--- src/rtl/sd_cmd_pkg.sv ---
package sd_cmd_pkg;

    typedef enum logic [3:0] {
        ST_IDLE,
        ST_RELEASE,
        ST_FLUSH,
        ST_READY,
        ST_BAIL,
        ST_FRAME,
        ST_STUFF,
        ST_POLL
    } eng_state_e;

    typedef struct packed {
        logic [5:0]  index;
        logic [31:0] arg;
    } sd_cmd_t;

    localparam logic [7:0] IDLE_BYTE  = 8'hFF;
    localparam logic [5:0] IDX_RESET  = 6'd0;
    localparam logic [5:0] IDX_IFCOND = 6'd8;
    localparam logic [5:0] IDX_STOP   = 6'd12;
    localparam logic [5:0] IDX_APP    = 6'd55;

    function automatic logic [7:0] close_byte(input logic [5:0] idx);
        if (idx == IDX_RESET)       return 8'h95;
        else if (idx == IDX_IFCOND) return 8'h87;
        else                        return 8'h01;
    endfunction

endpackage

--- src/rtl/sd_cmd_framer.sv ---
module sd_cmd_framer
    import sd_cmd_pkg::*;
(
    input  sd_cmd_t    cmd,
    input  logic [2:0] pos,
    output logic [7:0] frame_byte
);
    always_comb begin
        case (pos)
            3'd0:    frame_byte = {2'b01, cmd.index};
            3'd1:    frame_byte = cmd.arg[31:24];
            3'd2:    frame_byte = cmd.arg[23:16];
            3'd3:    frame_byte = cmd.arg[15:8];
            3'd4:    frame_byte = cmd.arg[7:0];
            default: frame_byte = close_byte(cmd.index);
        endcase
    end
endmodule

--- src/rtl/sd_ready_timer.sv ---
module sd_ready_timer #(
    parameter int unsigned LIMIT = 500
) (
    input  logic clk,
    input  logic rst,
    input  logic clear,
    input  logic run,
    input  logic tick,
    output logic expired
);
    localparam int unsigned CW = $clog2(LIMIT + 1);

    logic [CW-1:0] count;

    always_ff @(posedge clk) begin
        if (rst || clear) begin
            count <= '0;
        end else if (run && tick && !expired) begin
            count <= count + 1'b1;
        end
    end

    assign expired = (count >= CW'(LIMIT));
endmodule

--- src/rtl/sd_cmd_engine.sv ---
module sd_cmd_engine
    import sd_cmd_pkg::*;
#(
    parameter int unsigned READY_TIMEOUT_MS = 500,
    parameter int unsigned POLL_LIMIT       = 10
) (
    input  logic        clk,
    input  logic        rst,
    input  logic        req_valid,
    input  logic [5:0]  req_index,
    input  logic        req_app,
    input  logic [31:0] req_arg,
    output logic        busy,
    output logic        rsp_valid,
    output logic [7:0]  rsp_data,
    input  logic        ms_tick,
    output logic        xfer_start,
    output logic [7:0]  xfer_tx,
    input  logic        xfer_done,
    input  logic [7:0]  xfer_rx,
    output logic        cs_n
);
    localparam int unsigned PW = $clog2(POLL_LIMIT + 1);
    localparam logic [2:0] LAST_POS = 3'd5;

    eng_state_e     state;
    sd_cmd_t        cur_cmd;
    sd_cmd_t        main_cmd;
    logic           prefix_phase;
    logic           pending;
    logic [2:0]     pos;
    logic [PW-1:0]  poll_cnt;
    logic [7:0]     frame_byte;
    logic           expired;
    logic           timer_clear;
    logic           timer_run;

    sd_cmd_framer u_framer (
        .cmd        (cur_cmd),
        .pos        (pos),
        .frame_byte (frame_byte)
    );

    assign timer_clear = (state == ST_RELEASE);
    assign timer_run   = (state == ST_FLUSH) || (state == ST_READY);

    sd_ready_timer #(.LIMIT(READY_TIMEOUT_MS)) u_timer (
        .clk     (clk),
        .rst     (rst),
        .clear   (timer_clear),
        .run     (timer_run),
        .tick    (ms_tick),
        .expired (expired)
    );

    assign busy       = (state != ST_IDLE);
    assign xfer_start = busy && !pending;
    assign xfer_tx    = (state == ST_FRAME) ? frame_byte : IDLE_BYTE;

    always_ff @(posedge clk) begin
        if (rst) begin
            state        <= ST_IDLE;
            cur_cmd      <= '0;
            main_cmd     <= '0;
            prefix_phase <= 1'b0;
            pending      <= 1'b0;
            pos          <= '0;
            poll_cnt     <= '0;
            rsp_valid    <= 1'b0;
            rsp_data     <= 8'h00;
            cs_n         <= 1'b1;
        end else begin
            rsp_valid <= 1'b0;
            if (state == ST_IDLE) begin
                pending <= 1'b0;
                if (req_valid) begin
                    main_cmd      <= '{index: req_index, arg: req_arg};
                    cur_cmd       <= req_app ? '{index: IDX_APP, arg: 32'h0}
                                             : '{index: req_index, arg: req_arg};
                    prefix_phase  <= req_app;
                    cs_n          <= 1'b1;
                    state         <= ST_RELEASE;
                end
            end else if (!pending) begin
                pending <= 1'b1;
            end else if (xfer_done) begin
                pending <= 1'b0;
                case (state)
                    ST_RELEASE: begin
                        cs_n  <= 1'b0;
                        state <= ST_FLUSH;
                    end
                    ST_FLUSH: state <= ST_READY;
                    ST_READY: begin
                        if (xfer_rx == IDLE_BYTE) begin
                            pos   <= '0;
                            state <= ST_FRAME;
                        end else if (expired) begin
                            cs_n  <= 1'b1;
                            state <= ST_BAIL;
                        end
                    end
                    ST_BAIL: begin
                        rsp_valid <= 1'b1;
                        rsp_data  <= IDLE_BYTE;
                        state     <= ST_IDLE;
                    end
                    ST_FRAME: begin
                        if (pos == LAST_POS) begin
                            poll_cnt <= '0;
                            state    <= (cur_cmd.index == IDX_STOP) ? ST_STUFF : ST_POLL;
                        end else begin
                            pos <= pos + 3'd1;
                        end
                    end
                    ST_STUFF: state <= ST_POLL;
                    ST_POLL: begin
                        if (!xfer_rx[7] || poll_cnt == PW'(POLL_LIMIT - 1)) begin
                            if (prefix_phase && xfer_rx <= 8'h01) begin
                                prefix_phase <= 1'b0;
                                cur_cmd      <= main_cmd;
                                cs_n         <= 1'b1;
                                state        <= ST_RELEASE;
                            end else begin
                                rsp_valid <= 1'b1;
                                rsp_data  <= xfer_rx;
                                state     <= ST_IDLE;
                            end
                        end else begin
                            poll_cnt <= poll_cnt + 1'b1;
                        end
                    end
                    default: state <= ST_IDLE;
                endcase
            end
        end
    end
endmodule

--- config.mk ---
export PLATFORM = sky130hd
export DESIGN_NAME = sd_cmd_engine
export DESIGN_NICKNAME = d
export VERILOG_FILES = /design/src/rtl/sd_cmd_pkg.sv /design/src/rtl/sd_cmd_framer.sv /design/src/rtl/sd_ready_timer.sv /design/src/rtl/sd_cmd_engine.sv
export SDC_FILE = /design/constraint.sdc
export NUM_CORES = 1
export LEC_CHECK = 0
export ABC_AREA = 1
export BUFFER_PORTS_ARGS = -buffer_cell sky130_fd_sc_hd__buf_2
export CAP_MARGIN = 10
export CORE_ASPECT_RATIO = 0.9
export CORE_UTILIZATION = 58
export DETAILED_ROUTE_END_ITERATION = 10
export PLACE_DENSITY = 0.87
export SYNTH_ARGS = -nofsm -noshare
export SYNTH_HDL_FRONTEND = slang
export SYNTH_SLANG_ARGS = --single-unit
--- constraint.sdc ---
create_clock -name clk -period 2 [get_ports clk]
set_input_delay 0.1 -clock clk [delete_from_list [all_inputs] [get_ports clk]]
set_output_delay 0.1 -clock clk [all_outputs]
set_load 0.05 [all_outputs]
Word level (Yosys, flattened, before mapping):

Cells that the tools add are included.

* magnitude comparators: 2
* div/mod/pow operators: 0
* reductions and logical operators: 32
* shifts and indexed selects: 0
* bitwise logic cells: 3
* add/subtract/negate cells: 3
* mux-type cells: 53
* equal/unequal tests: 29
* $mul: 0

Operators by type and width (number)
* $mux W38: 8
* $mux W4: 10
* $mux W8: 5
* $pmux W8 S5: 1
* $reduce_and A6 Y1: 5
* $pmux W4 S6: 1
* $mux W1: 21
* $eq A4 B3 Y1 const B: 4
* $pmux W8 S2: 1
* $reduce_bool A2 Y1: 8
* $eq A6 B4 Y1 const B: 2
* $ne A2 B2 Y1 const B: 5
* $add A9 B1 Y9 const B: 1
* $ge A9 B9 Y1 const B: 1
* $ne A3 B3 Y1 const B: 3
* $eq A4 B2 Y1 const B: 2
* $eq A8 B8 Y1 const B: 1
* $le A8 B1 Y1 const B: 1
* $pmux W4 S2: 1
* $reduce_and A8 Y1: 1
* $reduce_bool A4 Y1: 2
* $eq A3 B2 Y1 const B: 2
* $eq A3 B3 Y1 const B: 2
* $logic_not A6 Y1: 1
* other kinds (21): 33

* bits in latches: 0
* memories kept: 0
* bits in read-only memories: 0
* RAM bits: 0
* register bits after elaboration: 108
* word-level logic and storage cells: 135
* output and inout bits: 20
* bits of input ports: 52

Logic depth before layout (Yosys ltp):

* depth after elaboration: 8
* mapped depth: 12
* mapped depth without buffers: 11

By module:

A second synthesis with hierarchy kept.

* cell total of the unflattened synthesis: 871
* area, all modules: 5952.0 um^2

Modules (own cells, without submodules)
* sd_cmd_engine: times used 1, cells an instance 689, area each 4901.0 um^2, sequential area each 1961.9 um^2
* sd_ready_timer: times used 1, cells an instance 81, area each 541.8 um^2, sequential area each 180.2 um^2
* sd_cmd_framer: times used 1, cells an instance 101, area each 509.2 um^2, sequential area each 0.0 um^2

Worst setup path after synthesis:

OpenSTA, ideal clock, no wires.

* kind: register to output
* start: register pos[1]
* end: output xfer_tx[1]
* setup slack: 0.259 ns
* buffers on the path: 0
* cell stages (with the launch flop): 10
* data required time: 1.900 ns
* arrival time: 1.641 ns
* cell sequence: dfxtp_1 > inv_1 > ha_1 > inv_1 > nor2_1 > inv_1 > nand3_1 > inv_1 > a21oi_1 > nand3_1

* cells in the longest elaborated chain, start to end: 3
* elaborated cells on any way between the ends: 7
* classes of those cells: eq/ne: 4; mux: 2; reduce/logical: 1

Ends and longest elaborated chain
* from (decl): RTL line sd_cmd_engine.sv:31 `logic [2:0] pos;`
* from (signal assigned): RTL line sd_cmd_engine.sv:113 `pos <= pos + 3'd1;`
* $eq A3 B3 Y1 (tied with other cells)
* $pmux W8 S5 *: RTL line sd_cmd_framer.sv:9 `case (pos)`
* $mux W8 *: RTL line sd_cmd_engine.sv:58 `assign xfer_tx = (state == ST_FRAME) ? frame_byte : IDLE_BYTE;`
* to (decl): RTL line sd_cmd_engine.sv:18 `output logic [7:0] xfer_tx,`

Mark *: on every way between the ends. The rest lies on a longest branch, timed or not.

Worst setup path in the final report:

* start: register pos[0]
* end: output xfer_tx[6]

The elaborated chain is that of the path after synthesis.

==> results.md <==
* Netlist Area Pre-Place at 0.00563 mm2
* Slowest CP cell: dfxtp_4
* Syn nets at 909
* Worst r2r src: state[0]
* R2R cell count at 11
* Sequential fraction of the synthesis area at 0.381
* Clock sink count at between 100 and 150
* Cell variety after synth at 33
* WP data required at 1.90 ns
* LEAKAGE at 2.91 nW
* Hpwl dp at 9.76 mm
* Fin Hold WS at about 0.0047 ns
* Fmax at approximately 480 MHz
* Synth Area per Inst at 6.69 um2
* CP Launch Point: pos[0]
* VDD IR max at 0.781 mV
* Detailed Route WL at 15.4 mm
* Warnings from Yosys at 0
* Chip Width at between 100 and 150 um
* Flop pwr share at 0.358
* Rows at 33
* Initial antenna violation count at 0
* Yosys top cell by area: dfxtp_1
* Fin Setup TNS at -0.101 ns
* Largest net degree at the start of global routing at 87
* Number of global-route vias before repair at 5041
* Via count at 6009
* RSZ-0062 raised after global routing: yes
* Num CTS Buffers at 9
* Final ANT Viol Nets at 0
* Area contributors post-synth: dfxtp_1 (38%), nand2_1 (13%), a21oi_1 (9.2%)
* Critical path, cell by cell: ha_4 -> ha_4 -> buf_6 -> a221oi_2 -> nand4_1 -> buf_6
* Min-delay src: req_arg[3]
* Clock latency at the later pin of the worst-skew pair at 0.38 ns
* Total GRT Usage at 0.289
* DR pass1 iterations at 5
* Final worst slack at -0.0691 ns
* Fin crit share at 1.03
* Wire length per cell at 14.7 um
* Hold WC Path Type: in -> reg
* Layout cells sized above 1 at 0.189
* Setup Skew at 0.00971 ns
* Crit Path Max Fanout at 7
* CTS clock-pin slew for the worst setup and hold paths at 0.10 ns
* Sw Share at 0.434
* Top Ports at between 70 and 80
* Most frequent cell after synthesis: nand2_1
* Slew margin rel. at 0.676
* Die Height at 95.5 um
* Worst-Margin Slew at between 0.4 and 0.5 ns
* H-tree Lvls at 3
* Status: complete, but fails checks
* Max-cap violations at 0
* ANT cells at 0
* DIE AREA at 0.0101 mm2
* # setup viols final at 3
* PD cells at 1200 mW/mm2
* Number of enable flip-flop cells after synthesis at 0
* GP Congestion at 0.917
* Power share of the combinational group at 0.473
* Residual DRC at 0
* Number of DRC markers in iteration 0 at 515
* Initial Util at 0.609
* Crit start category: flop
* Min Tclk post-route at 2.07 ns
* WS Path Type: reg -> out
* Clock Path Buffers at 2
* Synth top area share at 0.381
* DR vias/cell at 5.74
* Share of flip-flops with an asynchronous set or reset at 0
* Most used DFF post-synth: dfxtp_1
* Cells on Worst Hold Path at 3
* Fin nets at 986
* Crit path largest cell delay at 0.40 ns
* Crit path DAT at between 1.5 and 2 ns
* Failing checks: setup timing
* Clock power frac at 0.169
* Global-route wire length before repair at around 23 mm
* Clk root buf: clkbuf_8
* Internal power at 4.65 mW
* #FFs+latches synth at 107
* Setup crit end kind: primary output
* Core area at 0.00925 mm2
* Fin. max-slew vios at 0
* Synth top cells by count: nand2_1 (195), dfxtp_1 (107), a21oi_1 (104), nor2_1 (99), nand3_1 (78)
* CTS tree: yes
* Syn Inst Count at 842
* Fin. Hold Viols at 0
* NetSw at 3.56 mW
* Port bufs at just over 70
* Area Growth Syn to Fin at 21.2%
* Grt ovf at 0
-- worst max-delay path: cells and delay by family (launching register included) --
| family | cells | cell delay (ns) |
|---|---|---|
| AND/OR/NAND/NOR | 1 | 0.19 |
| buffers and inverters | 2 | 0.32 |
| adder cells (fa/ha/maj) | 2 | 0.35 |
| AO/OA/AOI/OAI | 1 | 0.33 |
| flip-flops | 1 | 0.40 |
-- registers in the layout, summed over array words and instances, names as in the netlist --
| signal | flops |
|---|---|
| pos | 3 |
| pending | 1 |
| prefix_phase | 1 |
| rsp_data | 8 |
| u_timer.count | 9 |
| poll_cnt | 4 |
| cur_cmd | 38 |
| main_cmd | 38 |
| state | 3 |
| cs_n | 1 |
| rsp_valid | 1 |
-- power groups by stage --
stage                     registers [mW]  logic (mW)  clock network, mW
after detailed placement            2.95        3.48                  0
after CTS                           2.91        3.54               1.38
final                               2.94        3.88               1.38
after global routing                2.98        4.28               1.47
after floorplan                     2.90        2.75                  0
after global placement              2.94        3.42                  0
-- per-layer routing --
metal | vias up | track usage | routed length [um]
li1 | 2940 | - | -
met1 | 2773 | 0.406 | 6900
met2 | 256 | 0.448 | 6970
met3 | 40 | 0.0540 | 1080
met4 | 0 | 0.0914 | 420
met5 | - | 0 | 0
-- logic make-up after synthesis --
kind of cell	after synthesis	share of synthesized area
flip-flops	107	0.381
adder cells (fa/ha/maj)	15	0.0333
AO/OA/AOI/OAI	185	0.176
AND/OR/NAND/NOR	413	0.314
XOR/XNOR	5	0.00778
buffers and inverters	117	0.0887
-- final cells by class --
cell class	count	area (um2)
fillers	721	2430
well taps	122	153
clock inverters	6	72.6
inverters	67	264
repair buffers	116	931
clock buffers	10	128
multi-input cells	618	3120
flip-flops and latches	107	2150
-- final timing paths --
kind	to	slack, ns
worst min register to register	main_cmd[34]	0.46
worst max-delay path	xfer_tx[6]	-0.07
worst min-delay path	main_cmd[3]	0.005
worst max register to register	cur_cmd[6]	0.11
-- repair_timing --
action                                  CTS  global route
endpoints found under the setup margin    8            20
hold buffers                             15             0
pin swaps                                 3            14
buffers inserted                          1             6
endpoints found under the hold margin    15             0
gates cloned                              1             2
gates resized for setup                  26            50
-- through the flow --
| step | total power, mW | worst slack (ns) | cells | area, um2 | utilization |
|---|---|---|---|---|---|
| 4_1_cts | 7.84 | 0.00761 | 1038 | 6570 | 0.710 |
| 6_report | 8.21 | -0.0691 | 1046 | 6820 | 0.738 |
| 3_5_place_dp | 6.43 | 0.138 | 1006 | 6130 | 0.663 |
| 3_3_place_gp | 6.37 | 0.188 | 1006 | 6130 | 0.663 |
| 2_1_floorplan | 5.65 | 0.259 | 842 | 5630 | - |
| 5_1_grt | 8.73 | -0.114 | 1046 | 6820 | 0.738 |
-- layout by cell type, fill, tap and decap left out, drive strengths merged, types with 12 or more instances in the layout --
cell and instances:
clkbuf 12, ha 15, nor2 101, dfxtp 107, a21oi 105, o21ai 51, dlygate4sd3 15, nand4 12
nand3 81, buf 99, inv 68, a31oi 17, nand2 202
No activity file was read; power rests on OpenSTA's default activity.
